### config.mk
export PLATFORM = sky130hd
export DESIGN_NAME = conv_result_fifo
export DESIGN_NICKNAME = d
export VERILOG_FILES = /design/src/rtl/cr_fifo_pkg.sv /design/src/rtl/cr_edge_det.sv /design/src/rtl/cr_fifo_ctl.sv /design/src/rtl/cr_fifo_store.sv /design/src/rtl/conv_result_fifo.sv
export SDC_FILE = /design/constraint.sdc
export NUM_CORES = 1
export LEC_CHECK = 0
export BUFFER_PORTS_ARGS = -buffer_cell sky130_fd_sc_hd__buf_2
export CORE_ASPECT_RATIO = 1.1
export CORE_MARGIN = 1.5
export CORE_UTILIZATION = 40
export DETAILED_ROUTE_END_ITERATION = 8
export PLACE_DENSITY = 0.55
export SLEW_MARGIN = 10
export SYNTH_ARGS = -nofsm -noshare
export SYNTH_HDL_FRONTEND = slang
export SYNTH_SLANG_ARGS = --single-unit
### constraint.sdc
create_clock -name clk_i -period 3.7 [get_ports clk_i]
set_input_delay 0.74 -clock clk_i [delete_from_list [all_inputs] [get_ports clk_i]]
set_output_delay 0.74 -clock clk_i [all_outputs]
set_load 0.05 [all_outputs]
### src/rtl/cr_fifo_pkg.sv
package cr_fifo_pkg;
  typedef enum logic [1:0] {
    FILL_LOW   = 2'b00,
    FILL_EMPTY = 2'b01,
    FILL_HALF  = 2'b10,
    FILL_FULL  = 2'b11
  } fill_code_e;
endpackage

### src/rtl/cr_edge_det.sv
module cr_edge_det (
  input  logic clk_i,
  input  logic rst_ni,
  input  logic lvl_i,
  output logic rise_o,
  output logic fall_o
);
  logic lvl_q;

  // idle level of the read line is high
  always_ff @(posedge clk_i or negedge rst_ni) begin
    if (!rst_ni) lvl_q <= 1'b1;
    else         lvl_q <= lvl_i;
  end

  assign rise_o = lvl_i & ~lvl_q;
  assign fall_o = ~lvl_i & lvl_q;
endmodule

### src/rtl/cr_fifo_ctl.sv
module cr_fifo_ctl
  import cr_fifo_pkg::*;
#(
  parameter int DEPTH = 16,
  localparam int CNT_W = $clog2(DEPTH) + 1,
  localparam int HALF  = DEPTH / 2
) (
  input  logic       clk_i,
  input  logic       rst_ni,
  input  logic       clr_i,
  input  logic       mode_i,
  input  logic       wr_i,
  input  logic       rise_i,
  input  logic       fall_i,
  output logic       wr_ok_o,
  output logic       pop_o,
  output logic       load_wr_o,
  output logic       load_mem_o,
  output fill_code_e stat_o
);
  logic [CNT_W-1:0] cnt_q, cnt_d;
  logic             pend_q;
  logic             cnt_zero, cnt_one, cnt_many, adv, fin;

  assign cnt_zero = (cnt_q == '0);
  assign cnt_one  = (cnt_q == CNT_W'(1));
  assign cnt_many = (cnt_q >= CNT_W'(2));

  assign wr_ok_o = mode_i & wr_i & (cnt_q != CNT_W'(DEPTH));
  // step to next word; with one word held only a same-cycle write gives a next word
  assign adv     = mode_i & rise_i & (cnt_many | (cnt_one & wr_ok_o));
  // last word retired on the falling read edge
  assign fin     = mode_i & fall_i & pend_q;
  assign pop_o   = adv | fin;

  assign load_wr_o  = wr_ok_o & (cnt_zero | fin | (adv & cnt_one));
  assign load_mem_o = adv & cnt_many;

  assign cnt_d = cnt_q + CNT_W'(wr_ok_o) - CNT_W'(pop_o);

  always_ff @(posedge clk_i or negedge rst_ni) begin
    if (!rst_ni) begin
      cnt_q  <= '0;
      pend_q <= 1'b0;
    end else if (clr_i) begin
      cnt_q  <= '0;
      pend_q <= 1'b0;
    end else begin
      cnt_q <= cnt_d;
      if (mode_i && rise_i && !cnt_zero && cnt_d == CNT_W'(1)) pend_q <= 1'b1;
      else if (fin || wr_ok_o)                                 pend_q <= 1'b0;
    end
  end

  always_comb begin
    if (cnt_zero)                       stat_o = FILL_EMPTY;
    else if (cnt_q >= CNT_W'(DEPTH))    stat_o = FILL_FULL;
    else if (cnt_q >= CNT_W'(HALF))     stat_o = FILL_HALF;
    else                                stat_o = FILL_LOW;
  end
endmodule

### src/rtl/cr_fifo_store.sv
module cr_fifo_store #(
  parameter int WORD_W = 18,
  parameter int DEPTH  = 16,
  localparam int IDX_W = $clog2(DEPTH),
  localparam int PTR_W = IDX_W + 1
) (
  input  logic              clk_i,
  input  logic              rst_ni,
  input  logic              clr_i,
  input  logic              wr_i,
  input  logic              pop_i,
  input  logic              load_wr_i,
  input  logic              load_mem_i,
  input  logic [WORD_W-1:0] wr_data_i,
  output logic [WORD_W-1:0] head_o
);
  logic [WORD_W-1:0] mem_q [DEPTH];
  logic [PTR_W-1:0]  wr_ptr_q, rd_ptr_q;
  logic [IDX_W-1:0]  nxt_idx;
  logic [WORD_W-1:0] head_q;

  assign nxt_idx = rd_ptr_q[IDX_W-1:0] + IDX_W'(1);

  always_ff @(posedge clk_i) begin
    if (wr_i) mem_q[wr_ptr_q[IDX_W-1:0]] <= wr_data_i;
  end

  always_ff @(posedge clk_i or negedge rst_ni) begin
    if (!rst_ni) begin
      wr_ptr_q <= '0;
      rd_ptr_q <= '0;
    end else if (clr_i) begin
      wr_ptr_q <= '0;
      rd_ptr_q <= '0;
    end else begin
      if (wr_i)  wr_ptr_q <= wr_ptr_q + PTR_W'(1);
      if (pop_i) rd_ptr_q <= rd_ptr_q + PTR_W'(1);
    end
  end

  // head survives a clear: last word stays on the output
  always_ff @(posedge clk_i or negedge rst_ni) begin
    if (!rst_ni)         head_q <= '0;
    else if (clr_i)      head_q <= head_q;
    else if (load_wr_i)  head_q <= wr_data_i;
    else if (load_mem_i) head_q <= mem_q[nxt_idx];
  end

  assign head_o = head_q;
endmodule

### src/rtl/conv_result_fifo.sv
module conv_result_fifo
  import cr_fifo_pkg::*;
#(
  parameter int DATA_W = 16,
  parameter int DEPTH  = 16,
  localparam int WORD_W = DATA_W + 2
) (
  input  logic              clk_i,
  input  logic              rst_ni,
  input  logic              fifo_mode_i,
  input  logic              rd_line_i,
  input  logic              wr_stb_i,
  input  logic [WORD_W-1:0] wr_data_i,
  output logic [WORD_W-1:0] head_o,
  output logic [1:0]        stat_o
);
  logic              rise, fall, clr;
  logic              wr_ok, pop, load_wr, load_mem;
  logic [WORD_W-1:0] fifo_head, dir_q;
  fill_code_e        fill;

  assign clr = ~fifo_mode_i & ~rd_line_i;

  cr_edge_det u_rd_edge (
    .clk_i  (clk_i),
    .rst_ni (rst_ni),
    .lvl_i  (rd_line_i),
    .rise_o (rise),
    .fall_o (fall)
  );

  cr_fifo_ctl #(.DEPTH(DEPTH)) u_ctl (
    .clk_i      (clk_i),
    .rst_ni     (rst_ni),
    .clr_i      (clr),
    .mode_i     (fifo_mode_i),
    .wr_i       (wr_stb_i),
    .rise_i     (rise),
    .fall_i     (fall),
    .wr_ok_o    (wr_ok),
    .pop_o      (pop),
    .load_wr_o  (load_wr),
    .load_mem_o (load_mem),
    .stat_o     (fill)
  );

  cr_fifo_store #(.WORD_W(WORD_W), .DEPTH(DEPTH)) u_store (
    .clk_i      (clk_i),
    .rst_ni     (rst_ni),
    .clr_i      (clr),
    .wr_i       (wr_ok),
    .pop_i      (pop),
    .load_wr_i  (load_wr),
    .load_mem_i (load_mem),
    .wr_data_i  (wr_data_i),
    .head_o     (fifo_head)
  );

  always_ff @(posedge clk_i or negedge rst_ni) begin
    if (!rst_ni)                      dir_q <= '0;
    else if (!fifo_mode_i && wr_stb_i) dir_q <= wr_data_i;
  end

  assign head_o = fifo_mode_i ? fifo_head : dir_q;
  assign stat_o = fill;
endmodule

==> impl_metrics.ini <==
[run_status]
status = complete, no violations

[detailed_routing]
drc_errors = 0
dr.pass1.iters = 5
drt-wirelength-per-cell_um = 25.5
routed_wl_um = 33100
via_count = 7364
dr_wl_met3_um = 1970
ant_nets = 0
wl_met2_um = 16000
vias_per_cell = 5.67
met1_length_um = 14500
drtIter0Drc = 578
top_layer = met5

[sta]
fmaxAchievable_mhz = 296
tns_ns = 0
hold_viol = 0
finalWorstSetupSlack_ns = 0.324
worst_clock_skew_ns = 0.0181
whs_ns = 0.273
finalSetupViolCount = 0
max_slew.worst_pin.slew_ns = 0.934
finalMaxSlewViolations = 0
slew_headroom_pct = 37.5
rsz0062_at_grt = false
post-route-period-util_pct = 91.3
min_period_ns = 3.38

[synth]
synth-edff-count = 288
synth_top_area_share_pct = 61.6
synth_common_cells = edfxtp_1 (288), mux4_2 (61), dfrtp_1 (50), nand2_1 (42), mux2_2 (36)
synth-main-ff-cell = edfxtp_1
synthCells = 756
syn-cell-area_um2 = 14000
synth_cell_type_count = 48
yosys-top-cells-area = edfxtp_1 (62%), mux4_2 (9.8%), dfrtp_1 (8.9%)
seq_area_frac_synth_pct = 70.7
yosysMostFrequentCell = edfxtp_1
synth.net_count = 796
synth-seq-cells = 339
async_reset_ff_share_pct = 15.0
yosysWarnings = 0
syn-mean-instance-area_um2 = 18.6
synth_area_leader_cell = edfxtp_1

[clock_network]
tritoncts = built
numCtsBuffers = 35
insertion_delay_ns = 0.53
cts_hold_buffers = 0
postCtsSetupBuffers = 0
cts-root-buf = clkbuf_16
clk_pin_slew_ns = 0.06
h-tree-depth = 2
cts_buffer_depth = 3
clock-sinks = 339

[floorplan]
pin_count = 43
dieHeight_um = 200
start_util_pct = 40.8
core_area_um2 = 34400
die-area_um2 = 36200
num_rows = 71
die_w_um = 182

[power]
sw_frac_of_total_pct = 29.3
p_comb_share_pct = 28.0
power_leakage_nw = 5.41
internal_power_mw = 7.91
power.density_nw_per_um2 = 692
switching_power_mw = 3.28
p_total_mw = 11.2
ir_drop_v = 0.000267
p_clk_share_pct = 31.2
seqPwrFrac_pct = 40.8

[worst_setup_path]
cp.required_ns = 4.06
path_class = reg -> reg
crit_path_start_kind = register
cpMostUsedCell = ha_1
critPathCaptureType = register
critPathArrivalTime_ns = 3.74
critPathSlowestCell = fa_1
path_cells = inv_1 -> ha_1 -> nor2b_1 -> o21ai_1 -> a31oi_1 -> or2_2 -> ha_1 -> inv_1 -> ha_1 -> fa_1 -> nand2b_1 -> a21oi_1 -> or3_1 -> nand4_1 -> a21oi_1
cp_max_fo = 4
crit_path_max_incr_delay_ns = 0.43
ff2ff_setup_slack_ns = 0.32

[place]
placed_area_um2 = 15000
portBuffers = 42
dp_cells = 1237
hpwl_um = 19700
preCtsSetupSlack_ns = 0.238
gp_congestion = 0.769

[cells_and_area]
area_growth_pct = 15.2
n_antenna_cell = 0
design_area_um2 = 16200
fin_cells = 1299
fin_util_pct = 47.1
drive_gt1_share_pct = 29.0
num-nets-final = 876

[grt]
antenna_found_initial = 1
grtUsageTotal_pct = 18.6
grt_pass1_vias = 7536
grt_overflow = 0
grt_max_degree = 37
grt_pass1_wl_um = 48600

[min_path]
hold_class = in -> async

[run]
maxCapViolCount = 0
power by group through the flow:
stage	Combinational, mW	Clock (mW)	Sequential, mW
2_1_floorplan	2.45	0	4.57
5_1_grt	3.39	3.69	4.59
6_report	3.13	3.50	4.56
3_5_place_dp	3.16	0	4.64
4_1_cts	3.17	3.57	4.56
3_3_place_gp	3.10	0	4.63
layout by cell type (no fill, tap or decap), drive strengths merged, types with 12 or more instances in the layout:
cell type  instances
edfxtp           288
dfrtp             50
clkinv            16
inv               12
a211oi            17
clkbuf            40
and2              15
a311o             17
nor3              19
a31oi             20
ha                16
mux2              36
nand2             42
nor2b             21
buf               86
nand2b            20
mux4              72
what timing repair did:
| item | CTS | global route |
|---|---|---|
| endpoints found under the setup margin | 0 | 1 |
| resized for setup | 0 | 1 |
| endpoints found under the hold margin | 0 | 0 |
layout make-up:
| type | instances | area [um2] |
|---|---|---|
| fillers | 2856 | 18200 |
| inverters | 11 | 41.3 |
| well taps | 438 | 548 |
| clock inverters | 22 | 229 |
| clock buffers | 40 | 916 |
| flip-flops and latches | 339 | 9930 |
| repair buffers | 86 | 691 |
| multi-input cells | 363 | 3830 |
final timing paths:
path / end / cells past startpoint / startpoint
worst max-delay path: u_ctl.pend_q / 15 / u_ctl.cnt_q[2]
max in group asynchronous: u_rd_edge.lvl_q / 2 / rst_ni
worst max register to register: u_ctl.pend_q / 15 / u_ctl.cnt_q[2]
worst min register to register: dir_q[17] / 1 / dir_q[17]
worst min-delay path: dir_q[0] / 1 / rst_ni
min in group clk_i: u_rd_edge.lvl_q / 1 / rd_line_i
registers in the layout (all words and copies together), names as in the netlist:
| register | flops |
|---|---|
| u_ctl.cnt_q | 5 |
| u_store.mem_q | 288 |
| u_ctl.pend_q | 1 |
| u_store.wr_ptr_q | 4 |
| u_store.head_o | 18 |
| dir_q | 18 |
| u_rd_edge.lvl_q | 1 |
| u_store.rd_ptr_q | 4 |
cells by family after synthesis:
kind of cell,count (synthesis),synth area share (%)
multiplexers,112,15.0
AO/OA/AOI/OAI,77,3.96
adder cells (fa/ha/maj),17,1.57
buffers and inverters,54,2.32
flip-flops,339,70.7
XOR/XNOR,7,0.624
AND/OR/NAND/NOR,150,5.83
critical path: cells and delay by family, from the launching register on:
kind | cells | cell delay [ns]
adders and majority gates | 4 | 1.14
and+or+nand+nor | 5 | 1.02
AOI/OAI and AO/OA | 4 | 0.53
DFF | 1 | 0.38
buffers and inverters | 2 | 0.14
per-layer routing:
metal | vias up | global-route usage (%)
li1 | 3184 | -
met4 | 2 | 5.28
met2 | 230 | 30.4
met3 | 43 | 3.30
met1 | 3905 | 25.8
met5 | - | 0
Power figures use the tool's default switching activity.
